`config.mk`:
```
export PLATFORM = sky130hd
export DESIGN_NAME = ser_frame_tx
export DESIGN_NICKNAME = d
export VERILOG_FILES = /design/src/rtl/ftx_pkg.sv /design/src/rtl/frame_builder.sv /design/src/rtl/tx_ctrl.sv /design/src/rtl/tx_shifter.sv /design/src/rtl/ser_frame_tx.sv
export SDC_FILE = /design/constraint.sdc
export NUM_CORES = 1
export LEC_CHECK = 0
export ABC_AREA = 1
export BUFFER_PORTS_ARGS = -buffer_cell sky130_fd_sc_hd__buf_2
export CAP_MARGIN = 20
export CORE_MARGIN = 8
export CORE_UTILIZATION = 25
export CTS_CLUSTER_SIZE = 28
export DETAILED_ROUTE_END_ITERATION = 10
export GPL_ROUTABILITY_DRIVEN = 0
export GPL_TIMING_DRIVEN = 0
export PLACE_DENSITY_LB_ADDON = 0.25
export SYNTH_ARGS = -nofsm -noshare
export SYNTH_HDL_FRONTEND = slang
export SYNTH_SLANG_ARGS = --single-unit
export TNS_END_PERCENT = 5
```
`constraint.sdc`:
```
create_clock -name clk -period 1.5 [get_ports clk]
set_input_delay 0.375 -clock clk [delete_from_list [all_inputs] [get_ports clk]]
set_output_delay 0.375 -clock clk [all_outputs]
set_load 0.05 [all_outputs]
```
`src/rtl/ftx_pkg.sv`:
```
package ftx_pkg;
  localparam logic LVL_DOM = 1'b0;
  localparam logic LVL_REC = 1'b1;

  typedef enum logic [1:0] {
    TX_IDLE = 2'b00,
    TX_SEND = 2'b01
  } tx_state_e;
endpackage

```
`src/rtl/frame_builder.sv`:
```
module frame_builder
  import ftx_pkg::*;
#(
  parameter int ID_W   = 11,
  parameter int LEN_W  = 2,
  parameter int DATA_W = 16,
  parameter int EOF_W  = 7,
  localparam int HEAD_W  = 1 + ID_W + 3 + LEN_W + DATA_W,
  localparam int FRAME_W = HEAD_W + 4 + EOF_W
) (
  input  logic [ID_W-1:0]    req_id,
  input  logic               req_rtr,
  input  logic [LEN_W-1:0]   req_len,
  input  logic [DATA_W-1:0]  req_data,
  output logic [FRAME_W-1:0] frame
);
  logic [HEAD_W-1:0] head;
  logic              parity;

  // start, id, remote flag, format, reserved, length, payload
  assign head   = {LVL_DOM, req_id, req_rtr, LVL_DOM, LVL_DOM, req_len, req_data};
  assign parity = ^head;
  // parity, check delimiter, ack slot, ack delimiter, end bits
  assign frame  = {head, parity, LVL_REC, LVL_REC, LVL_REC, {EOF_W{LVL_REC}}};
endmodule

```
`src/rtl/tx_ctrl.sv`:
```
module tx_ctrl
  import ftx_pkg::*;
#(
  parameter int FRAME_W = 44,
  localparam int CNT_W = $clog2(FRAME_W)
) (
  input  logic clk,
  input  logic rst_n,
  input  logic req_valid,
  input  logic bit_en,
  output logic req_ready,
  output logic load,
  output logic shift,
  output logic sending,
  output logic tx_done
);
  localparam logic [CNT_W-1:0] LAST_IDX = CNT_W'(FRAME_W - 1);

  tx_state_e        state_q, state_d;
  logic [CNT_W-1:0] cnt_q, cnt_d;
  logic             done_d;

  assign req_ready = (state_q == TX_IDLE);
  assign sending   = (state_q == TX_SEND);
  assign load      = req_ready && req_valid;
  assign shift     = sending && bit_en && (cnt_q < LAST_IDX);

  always_comb begin
    state_d = state_q;
    cnt_d   = cnt_q;
    done_d  = 1'b0;
    case (state_q)
      TX_IDLE: begin
        if (req_valid) begin
          state_d = TX_SEND;
          cnt_d   = '0;
        end
      end
      TX_SEND: begin
        if (cnt_q > LAST_IDX) begin
          state_d = TX_IDLE;
          cnt_d   = '0;
        end else if (bit_en) begin
          if (cnt_q == LAST_IDX) begin
            state_d = TX_IDLE;
            cnt_d   = '0;
            done_d  = 1'b1;
          end else begin
            cnt_d = cnt_q + 1'b1;
          end
        end
      end
      default: begin
        state_d = TX_IDLE;
        cnt_d   = '0;
      end
    endcase
  end

  always_ff @(posedge clk or negedge rst_n) begin
    if (!rst_n) begin
      state_q <= TX_IDLE;
      cnt_q   <= '0;
      tx_done <= 1'b0;
    end else begin
      state_q <= state_d;
      cnt_q   <= cnt_d;
      tx_done <= done_d;
    end
  end
endmodule

```
`src/rtl/tx_shifter.sv`:
```
module tx_shifter
  import ftx_pkg::*;
#(
  parameter int FRAME_W = 44
) (
  input  logic               clk,
  input  logic               rst_n,
  input  logic               load,
  input  logic               shift,
  input  logic [FRAME_W-1:0] frame,
  output logic               head_bit
);
  logic [FRAME_W-1:0] sh_q;

  always_ff @(posedge clk or negedge rst_n) begin
    if (!rst_n)
      sh_q <= {FRAME_W{LVL_REC}};
    else if (load)
      sh_q <= frame;
    else if (shift)
      sh_q <= {sh_q[FRAME_W-2:0], LVL_REC};
  end

  assign head_bit = sh_q[FRAME_W-1];
endmodule

```
`src/rtl/ser_frame_tx.sv`:
```
module ser_frame_tx
  import ftx_pkg::*;
#(
  parameter int ID_W   = 11,
  parameter int LEN_W  = 2,
  parameter int DATA_W = 16,
  parameter int EOF_W  = 7
) (
  input  logic              clk,
  input  logic              rst_n,
  input  logic              req_valid,
  output logic              req_ready,
  input  logic [ID_W-1:0]   req_id,
  input  logic              req_rtr,
  input  logic [LEN_W-1:0]  req_len,
  input  logic [DATA_W-1:0] req_data,
  input  logic              bit_en,
  output logic              tx_bit,
  output logic              tx_done
);
  localparam int FRAME_W = 1 + ID_W + 3 + LEN_W + DATA_W + 4 + EOF_W;

  logic [FRAME_W-1:0] frame;
  logic               load, shift, sending, head_bit;

  frame_builder #(
    .ID_W(ID_W), .LEN_W(LEN_W), .DATA_W(DATA_W), .EOF_W(EOF_W)
  ) u_build (
    .req_id(req_id), .req_rtr(req_rtr), .req_len(req_len),
    .req_data(req_data), .frame(frame)
  );

  tx_ctrl #(.FRAME_W(FRAME_W)) u_ctrl (
    .clk(clk), .rst_n(rst_n), .req_valid(req_valid), .bit_en(bit_en),
    .req_ready(req_ready), .load(load), .shift(shift),
    .sending(sending), .tx_done(tx_done)
  );

  tx_shifter #(.FRAME_W(FRAME_W)) u_shift (
    .clk(clk), .rst_n(rst_n), .load(load), .shift(shift),
    .frame(frame), .head_bit(head_bit)
  );

  assign tx_bit = sending ? head_bit : LVL_REC;
endmodule

```
==> key figures, run 1 <==
Layout
  – Multi-input combinational cell area: 1460 µm²
  – Fill cells: 1203
  – Final nets: 496
  – Register Area: 1090 µm²
  – Share of layout cells above drive strength 1: 28.6%
  – Layout area overhead: 22.6%
  – Fin area: 3410 µm²
  – Layout Utilization: 31.5%
  – Ant diodes: 0

Global routing
  – Largest net degree at the start of global routing: 43
  – First-pass GRT wire length: 11.3 mm
  – Antenna violations before repair: 0
  – GR Overflow Total: 0
  – GR Util All Layers: 9.21%
  – Number of global-route vias before repair: 2490

Setup path
  – Slowest-stage cell, CP: dfrtp_1
  – Worst reg2reg path depth: 9
  – Crit Path Max Fanout: 10
  – CP startpoint: u_ctrl.cnt_q[0]
  – Cell Chain, Critical Path: ha_4 -> inv_1 -> nor2_2 -> nand3_2 -> nand4_4 -> nand2_8 -> buf_8 -> buf_12 -> a31oi_2
  – Critical Path AT: 1.72 ns
  – WP depth: 9
  – Worst r2r src: u_ctrl.cnt_q[0]
  – Max incr delay on CP: 0.41 ns
  – CP required: 1.73 ns
  – Critical Path End: u_shift.sh_q[36]
  – R2r setup slk: 0.002 ns
  – Startpoint Class: register
  – Worst flop-to-flop path endpoint: u_shift.sh_q[36]
  – Critical path type: reg2reg
  – Worst setup EP type: register
  – Top Family by Delay on Critical Path: simple AND/OR/NAND/NOR gates
  – WP buf/inv: 3

Route
  – Highest routed layer: met4
  – Wire per inst: 11.1 µm
  – WL met2: 3.05 mm
  – DRC errors left: 0
  – First drt pass iteration count: 4
  – Number of vias per cell: 4.25
  – Routed WL: 6.68 mm
  – Wire length on met3: 269 µm
  – Vias: 2558
  – DRT iter0 DRCs: 103
  – Post-route ant nets: 0
  – DRT met1 WL: 3.30 mm

Clock tree
  – Root Driver: clkbuf_8
  – CTS Sinks: 42
  – Max H-tree Level: 2
  – CTS tree: done
  – Clk Latency, worst-skew pair: 0.29 ns
  – Clk buf depth: 2
  – CTS Buf Count: 5
  – Post-CTS Hold Fix Bufs: 0
  – Clock Pin Slew Worst Setup and Hold Paths: 0.08 ns

Timing
  – Slew @ Worst Pin: 0.941 ns
  – Final period util: 99.9%
  – Final min period: 1.50 ns
  – Fmax: 668 MHz
  – Final setup vio count: 0
  – WHS: 0.220 ns
  – Hold Fails Final Rpt: 0
  – Skew final: 0.00399 ns
  – RSZ-0062 raised after global routing: yes
  – Rel. slew slack: 37.3%
  – Max-slew violation count: 0

Synthesis
  – Top cells by area, synth: dfstp_2, nand2_1, dfrtp_1, inv_1, nor2_1
  – Post-synthesis sequential element count: 42
  – Top cells by count, synth: nand2_1, inv_1, nor2_1
  – Post-synthesis cell area: 2790 µm²
  – Yosys cell types: 32
  – Synthesized instance count: 409
  – Synth area leader: dfstp_2
  – Post-synthesis sequential area ratio: 39.3%
  – Most used DFF post-synth: dfstp_2
  – Post-synth EDFFs: 0
  – Yosys top cell area share: 32.1%
  – Yosys warns: 0
  – Mean post-synth cell area: 6.81 µm²
  – Asr flop ratio synth: 100%
  – Count leader, synth: nand2_1
  – Syn_nets: 444

Place
  – Port buffer count: 36
  – Dpl cell area: 3140 µm²
  – Final HPWL DP: 5.04 mm

Die
  – Effective utilization at floorplan: 25.7%
  – Die Ht: 122 µm
  – Die Area: 14800 µm²
  – Die Wd: 122 µm
  – I/O pin total: 37
  – Row count: 38
  – Core ar.: 10800 µm²

Power
  – LEAKAGE: 1.82 nW
  – Max VDD drop: 0.588 mV
  – Cell Pwr Density: 1440 nW/µm²

Job
  – Max_cap viols: 0

Min path
  – Min-delay worst type: in2async

Status
  – Status: finished clean
==> registers in the layout, summed over array words and instances, names as in the netlist <==
register,count
u_ctrl.cnt_q,6
u_ctrl.state_q,1
u_ctrl.tx_done,1
u_shift.sh_q,34
==> report_power, final <==
part / internal (mW) / switching, mW / total, mW / leakage [nW]
sequential: 1.85 / 0.256 / 2.11 / 0.456
combinational: 0.903 / 1.15 / 2.05 / 1.31
clock: 0.372 / 0.397 / 0.769 / 0.0482
==> what timing repair did <==
item,in CTS,in global routing
gates resized for setup,11,16
setup endpoints to repair,35,37
gates cloned,0,1
endpoints found under the hold margin,0,0
setup buffers,5,3
pin swaps,1,3
==> per-layer routing <==
metal | track usage, % | up-vias
met4 | 2.31 | 0
li1 | - | 1371
met1 | 11.5 | 1146
met5 | 0 | -
met2 | 15.5 | 34
met3 | 2.27 | 7
==> cells in the final DEF, fill, tap and decap left out, drive strengths merged, types with 2 or more instances in the layout <==
cell type,count
nand3,11
dfrtp,8
nor3,2
a31oi,26
clkbuf,8
o21ai,7
nand2,189
a21oi,7
inv,52
buf,58
o211ai,3
xnor2,3
dfstp,34
nand4,2
nor2,44
==> kinds of logic (layout without fill, tap and decap cells) <==
family	count (synthesis)	count (layout)	share of synthesized area, %
and+or+nand+nor	250	250	36.2
buffers and inverters	66	119	10.5
DFF	42	42	39.3
adders and majority gates	1	1	0.449
AOI/OAI and AO/OA	47	47	12.6
xor gates and xnor gates	3	3	0.944
==> through the flow <==
step,cells,total power [mW],setup TNS [ns],worst slack (ns)
finish,602,4.93,0,0.00197
floorplan,409,3.43,0,0.0307
detailed placement,585,3.88,-4.88,-0.226
CTS,598,4.79,-0.00173,-0.00173
global placement,585,3.82,-3.65,-0.184
global route,602,5.34,-2.58,-0.100
==> worst min path at each step <==
| stage | startpoint | end |
|---|---|---|
| detailed placement | u_ctrl.cnt_q[4] | u_ctrl.cnt_q[4] |
| floorplan | rst_n | u_ctrl.cnt_q[0] |
| global placement | u_ctrl.cnt_q[4] | u_ctrl.cnt_q[4] |
| finish | rst_n | u_ctrl.cnt_q[0] |
| CTS | rst_n | u_ctrl.cnt_q[0] |
| global route | rst_n | u_ctrl.cnt_q[0] |
==> layout make-up <==
| class | instances | share of cell area [%] |
|---|---|---|
| sequential | 42 | 32.1 |
| tap | 140 | 5.13 |
| inverter | 52 | 5.79 |
| multi-input combinational | 301 | 42.6 |
| timing repair buffer | 45 | 7.95 |
| buffer | 14 | 3.74 |
| clock inverter | 1 | 0.147 |
| clock buffer | 7 | 2.53 |
Note: power is estimated with default switching activity, not from simulation.
==> run 2: changes to the inputs <==
Settings changed: PLACE_DENSITY_LB_ADDON 0.25 to default.
==> run 2 against run 1 <==
The run now ends with negative setup slack left. Non-clock buffer count did not move. Clock power rose by 7.9%. First-iteration DRC count rose by 18%. Highest routed layer unchanged.
==> key figures, run 2 (synthesis gave the netlist of run 1 again) <==
Layout
  – Finished Layout Cells: 602 (unchanged)
  – Layout area overhead: 23.8% (was 22.6%)
  – Final nets: 496 (unchanged)
  – Most flops, register: u_shift.sh_q (unchanged)
  – Ant diodes: 0 (unchanged)
  – Share of layout cells above drive strength 1: 28.6% (unchanged)
  – Fill cells: 1200 (was 1203)
  – Most common cell after layout, fill and taps aside: nand2_1 (unchanged)
  – Regs by FF count: u_shift.sh_q (34), u_ctrl.cnt_q (6) (unchanged)
  – Most frequent cells in the layout: nand2_1, inv_1, nor2_1 (unchanged)
  – Layout Utilization: 31.8% (was 31.5%)
  – Max reg flops: 34 (unchanged)

Setup path
  – Startpoint Class: register (unchanged)
  – Worst setup EP type: register (unchanged)
  – Critical path type: reg2reg (unchanged)
  – Critical Path AT: 1.76 ns (was 1.72 ns)
  – CP required: 1.73 ns (about the same)
  – Crit Path Max Fanout: 10 (unchanged)

Die
  – Row count: 38 (unchanged)
  – I/O pin total: 37 (unchanged)
  – Die Ht: 122 µm (unchanged)
  – Die Wd: 122 µm (unchanged)
  – Effective utilization at floorplan: 25.7% (unchanged)
  – Core ar.: 10800 µm² (unchanged)
  – Die Area: 14800 µm² (unchanged)

Clock tree
  – Clock Pin Slew Worst Setup and Hold Paths: 0.08 ns (about the same)
  – Clk buf depth: 2 (unchanged)
  – CTS tree: done (unchanged)
  – Max H-tree Level: 2 (unchanged)
  – CTS Sinks: 42 (unchanged)
  – Root Driver: clkbuf_8 (unchanged)
  – Post-CTS Hold Fix Bufs: 0 (unchanged)
  – CTS Buf Count: 5 (unchanged)
  – Clk Latency, worst-skew pair: 0.29 ns (about the same)

Global routing
  – GR Overflow Total: 0 (unchanged)
  – Antenna violations before repair: 0 (unchanged)
  – Largest net degree at the start of global routing: 43 (unchanged)
  – GR Util All Layers: 9.24% (was 9.21%)
  – Number of global-route vias before repair: 2509 (was 2490)
  – First-pass GRT wire length: 11.3 mm (about the same)

Route
  – First drt pass iteration count: 4 (unchanged)
  – Routed WL: 6.74 mm (was 6.68 mm)
  – DRT iter0 DRCs: 122 (was 103)
  – Vias: 2597 (was 2558)
  – Post-route ant nets: 0 (unchanged)
  – Number of vias per cell: 4.31 (was 4.25)
  – Wire per inst: 11.2 µm (was 11.1 µm)
  – DRC errors left: 0 (unchanged)

Timing
  – Skew final: 0.00756 ns (was 0.00399 ns)
  – Worst setup slack after layout: -0.0326 ns (was 0.00197 ns)
  – Max-slew violation count: 0 (unchanged)
  – Hold Fails Final Rpt: 0 (unchanged)
  – Final setup vio count: 10 (was 0)
  – Slew @ Worst Pin: 0.920 ns (was 0.941 ns)
  – Final min period: 1.53 ns (was 1.50 ns)
  – Fmax: 652 MHz (was 668 MHz)
  – RSZ-0062 raised after global routing: yes (unchanged)
  – Final period util: 102% (was 99.9%)
  – Rel. slew slack: 38.6% (was 37.3%)
  – Final TNS setup: -0.193 ns (was 0 ns)

Place
  – Final HPWL DP: 5.07 mm (was 5.04 mm)
  – Setup WS pre-CTS: -0.166 ns (was -0.226 ns)
  – Cells after DPL: 585 (unchanged)
  – Port buffer count: 36 (unchanged)

Status
  – Status: complete, but fails checks (was finished clean)
  – Violated checks: negative setup slack

Power
  – Final Power: 5.07 mW (was 4.93 mW)
  – Cell Pwr Density: 1470 nW/µm² (was 1440 nW/µm²)
  – Max VDD drop: 0.717 mV (was 0.588 mV)
  – LEAKAGE: 1.82 nW (about the same)

Job
  – Max_cap viols: 0 (unchanged)

Min path
  – Min-delay worst type: in2async (unchanged)
run 2: cell types whose count changed in the layout (fill, tap and decap cells not counted), sizes merged:
cell      before  now
clkinvlp       0    1
buf           58   57
clkinv         1    0
clkbuf         8    9
run 2: worst max-delay path, stage by stage, from the launching register on:
cell,delay (ns)
dfrtp_1,0.41
buf_6,0.12
nand2_2,0.05
nor2_2,0.11
nand3_2,0.11
nand4_4,0.11
nand2_4,0.11
buf_8,0.16
buf_12,0.14
a31oi_4,0.13
run 2: cell type report:
class,instances,area (µm²),area share (%)
sequential,42,1090,31.7
tap,140,175,5.08
clock buffer,7,97.6,2.83
inverter,52,198,5.73
buffer,14,130,3.77
multi-input combinational,301,1470,42.6
clock inverter,1,7.51,0.218
timing repair buffer,45,278,8.06
run 2: final timing paths:
kind,slack (ns),cells past startpoint,to,start
min reg2reg,0.47,1,u_ctrl.cnt_q[4],u_ctrl.cnt_q[4]
max reg2reg,-0.03,9,u_shift.sh_q[38],u_ctrl.cnt_q[3]
min in group clk,0.32,3,u_shift.sh_q[17],req_data[6]
min,0.20,1,u_ctrl.cnt_q[1],rst_n
max,-0.03,9,u_shift.sh_q[38],u_ctrl.cnt_q[3]
max in group asynchronous,0.67,1,u_ctrl.state_q[0],rst_n
run 2: timing repair:
action | in CTS | in global routing
pin swaps | 2 | 5
gates cloned | 0 | 1
endpoints found under the setup margin | 35 | 37
setup buffers | 2 | 6
gates resized for setup | 10 | 26
run 2: where the power goes:
part / internal [mW] / switching [mW]
sequential: 1.85 / 0.264
clock: 0.430 / 0.400
combinational: 0.935 / 1.18
total: 3.22 / 1.85
run 2: metrics by stage:
| stage | instance area, µm² | hold WS [ns] |
|---|---|---|
| 6_report | 3450 | 0.201 |
| 5_1_grt | 3450 | 0.279 |
| 4_1_cts | 3300 | 0.237 |
| 3_5_place_dp | 3140 | 0.460 |
| 3_3_place_gp | 3140 | 0.455 |
| 2_1_floorplan | 2790 | 0.0794 |
run 2: layer usage:
metal	wire length, µm	track usage, %	up-vias
li1	-	-	1380
met5	0	0	-
met1	3040	11.1	1190
met3	266	2.50	4
met2	3400	16.1	23
met4	38	2.16	0
==> run 3: changes to the inputs <==
Settings changed: MAX_ROUTING_LAYER from default to met4.
==> run 3 against run 2 <==
The flow still finishes with violations (negative setup slack). Largest cell class unchanged. Highest routed layer unchanged. Clock skew grew 0.0011 ns. Flip-flop and latch count is the same. Largest power group unchanged. Clock power grew 0.5%.
==> key figures, run 3 (synthesis gave the netlist of run 1 again) <==
Status
  – Status: complete, but fails checks (unchanged)
  – Violated checks: negative setup slack (unchanged)

Layout
  – Most flops, register: u_shift.sh_q (unchanged)
  – Register Area: 1090 µm² (unchanged)
  – Fill cells: 1200 (unchanged)
  – Max reg flops: 34 (unchanged)
  – Final nets: 496 (unchanged)
  – Layout Utilization: 31.8% (unchanged)
  – Most frequent cells in the layout: nand2_1, inv_1, nor2_1 (unchanged)
  – Regs by FF count: u_shift.sh_q (34), u_ctrl.cnt_q (6) (unchanged)
  – Layout area overhead: 23.8% (unchanged)
  – Ant diodes: 0 (unchanged)
  – Fin area: 3450 µm² (unchanged)
  – Most common cell after layout, fill and taps aside: nand2_1 (unchanged)
  – Multi-input combinational cell area: 1470 µm² (unchanged)
  – Share of layout cells above drive strength 1: 28.4% (was 28.6%)

Place
  – Final HPWL DP: 5.07 mm (unchanged)
  – Dpl cell area: 3140 µm² (unchanged)
  – Port buffer count: 36 (unchanged)

Clock tree
  – CTS Buf Count: 5 (unchanged)
  – CTS tree: done (unchanged)
  – Max H-tree Level: 2 (unchanged)
  – Clock Pin Slew Worst Setup and Hold Paths: 0.08 ns (about the same)
  – Clk buf depth: 2 (unchanged)
  – Clk Latency, worst-skew pair: 0.30 ns (was 0.29 ns)
  – Root Driver: clkbuf_8 (unchanged)
  – CTS Sinks: 42 (unchanged)
  – Post-CTS Hold Fix Bufs: 0 (unchanged)

Setup path
  – Critical Path AT: 1.76 ns (about the same)
  – Crit Path Max Fanout: 10 (unchanged)
  – Worst setup EP type: register (unchanged)
  – Startpoint Class: register (unchanged)
  – Cell Chain, Critical Path: buf_6 -> nand2_1 -> nor2_2 -> nand3_2 -> nand4_4 -> nand2_4 -> buf_8 -> buf_12 -> a31oi_4 (was buf_6 -> nand2_2 -> nor2_2 -> nand3_2 -> nand4_4 -> nand2_4 -> buf_8 -> buf_12 -> a31oi_4)
  – Max incr delay on CP: 0.41 ns (about the same)
  – Slowest-stage cell, CP: dfrtp_1 (unchanged)
  – Critical path type: reg2reg (unchanged)
  – CP required: 1.73 ns (about the same)

Power
  – Cell Pwr Density: 1470 nW/µm² (about the same)
  – Clock group share of total power: 16.5% (was 16.4%)
  – Switching Power: 1.85 mW (about the same)
  – Sequential Power Share: 41.8% (about the same)
  – LEAKAGE: 1.82 nW (about the same)
  – Switching share of power: 36.5% (about the same)
  – Max VDD drop: 0.715 mV (was 0.717 mV)
  – Combinational power share: 41.7% (was 41.8%)
  – P_int: 3.22 mW (about the same)

Route
  – Routed WL: 6.77 mm (was 6.74 mm)
  – First drt pass iteration count: 4 (unchanged)
  – Wire per inst: 11.2 µm (about the same)
  – Post-route ant nets: 0 (unchanged)
  – Number of vias per cell: 4.33 (was 4.31)
  – Vias: 2609 (was 2597)
  – DRT iter0 DRCs: 128 (was 122)
  – DRC errors left: 0 (unchanged)

Timing
  – Slew @ Worst Pin: 0.932 ns (was 0.920 ns)
  – Hold Fails Final Rpt: 0 (unchanged)
  – Rel. slew slack: 37.9% (was 38.6%)
  – Final period util: 102% (about the same)
  – Skew final: 0.00865 ns (was 0.00756 ns)
  – Final setup vio count: 10 (unchanged)
  – Max-slew violation count: 0 (unchanged)
  – Fmax: 650 MHz (was 652 MHz)
  – Worst setup slack after layout: -0.0374 ns (was -0.0326 ns)
  – RSZ-0062 raised after global routing: yes (unchanged)
  – Final min period: 1.54 ns (was 1.53 ns)

Global routing
  – Largest net degree at the start of global routing: 43 (unchanged)
  – GR Overflow Total: 0 (unchanged)
  – First-pass GRT wire length: 11.3 mm (unchanged)
  – GR Util All Layers: 9.52% (was 9.24%)
  – Number of global-route vias before repair: 2508 (was 2509)
  – Antenna violations before repair: 0 (unchanged)

Die
  – Effective utilization at floorplan: 25.7% (unchanged)
  – I/O pin total: 37 (unchanged)
  – Core ar.: 10800 µm² (unchanged)
  – Row count: 38 (unchanged)
  – Die Area: 14800 µm² (unchanged)
  – Die Ht: 122 µm (unchanged)
  – Die Wd: 122 µm (unchanged)

Min path
  – Min-delay worst type: in2async (unchanged)

Job
  – Max_cap viols: 0 (unchanged)
-- run 3: cell types whose count changed in the layout (fill, tap and decap cells not counted) --
cell	change
inv_1	+1
inv_2	-1
-- run 3: cell type report --
cell class | count | share of cell area, %
Multi-Input combinational cell | 301 | 42.6
Timing Repair Buffer | 45 | 8.06
Inverter | 52 | 5.73
Tap cell | 140 | 5.08
Clock inverter | 1 | 0.218
Sequential cell | 42 | 31.7
Buffer | 14 | 3.77
Clock buffer | 7 | 2.83
-- run 3: final timing paths --
| kind | cells past startpoint | start | endpoint | slack [ns] |
|---|---|---|---|---|
| max in group asynchronous | 1 | rst_n | u_ctrl.state_q[0] | 0.66 |
| hold reg to reg | 1 | u_ctrl.cnt_q[4] | u_ctrl.cnt_q[4] | 0.47 |
| min in group clk | 3 | req_data[6] | u_shift.sh_q[17] | 0.32 |
| hold / removal | 1 | rst_n | u_ctrl.cnt_q[1] | 0.21 |
| setup reg to reg | 9 | u_ctrl.cnt_q[3] | u_shift.sh_q[38] | -0.04 |
| setup / recovery | 9 | u_ctrl.cnt_q[3] | u_shift.sh_q[38] | -0.04 |
-- run 3: critical path: cells and delay by family, from the launching register on --
family          cells  cell delay [ns]
simple gates        5             0.51
flops               1             0.41
compound gates      1             0.13
buf+inv             3             0.41
-- run 3: repair_timing --
action	4_1_cts	5_1_grt
setup endpoints to repair	35	37
hold endpoints to repair	0	0
setup buffers	2	6
resized for setup	10	25
pin swaps	2	5
cloned	0	1
-- run 3: layer usage --
layer  GRT usage [%]  part of all wire [%]  vias to the layer above
li1                -                     -                     1376
met1            11.2                    45                     1199
met2            16.1                    51                       29
met3            2.31                   3.7                        5
met4            2.16                  0.58                        0
met5               -                     0                        -
-- run 3: metrics by stage --
step                      hold WS [ns]  cells  total power [mW]  setup TNS (ns)  worst slack [ns]
after floorplan                 0.0794    409              3.43               0            0.0307
after global placement           0.455    585              3.80           -3.32            -0.136
after detailed placement         0.460    585              3.87           -3.99            -0.166
after CTS                        0.237    595              4.85          -0.579           -0.0461
after global routing             0.279    602              5.48           -2.19            -0.103
final                            0.214    602              5.07          -0.239           -0.0374
-- run 3: power by group through the flow --
| stage | combinational [mW] | sequential (mW) | clock (mW) |
|---|---|---|---|
| 6_report | 2.11 | 2.12 | 0.834 |
| 5_1_grt | 2.38 | 2.18 | 0.919 |
| 4_1_cts | 1.86 | 2.11 | 0.868 |
| 3_5_place_dp | 1.77 | 2.11 | 0 |
| 3_3_place_gp | 1.70 | 2.09 | 0 |
| 2_1_floorplan | 1.38 | 2.05 | 0 |
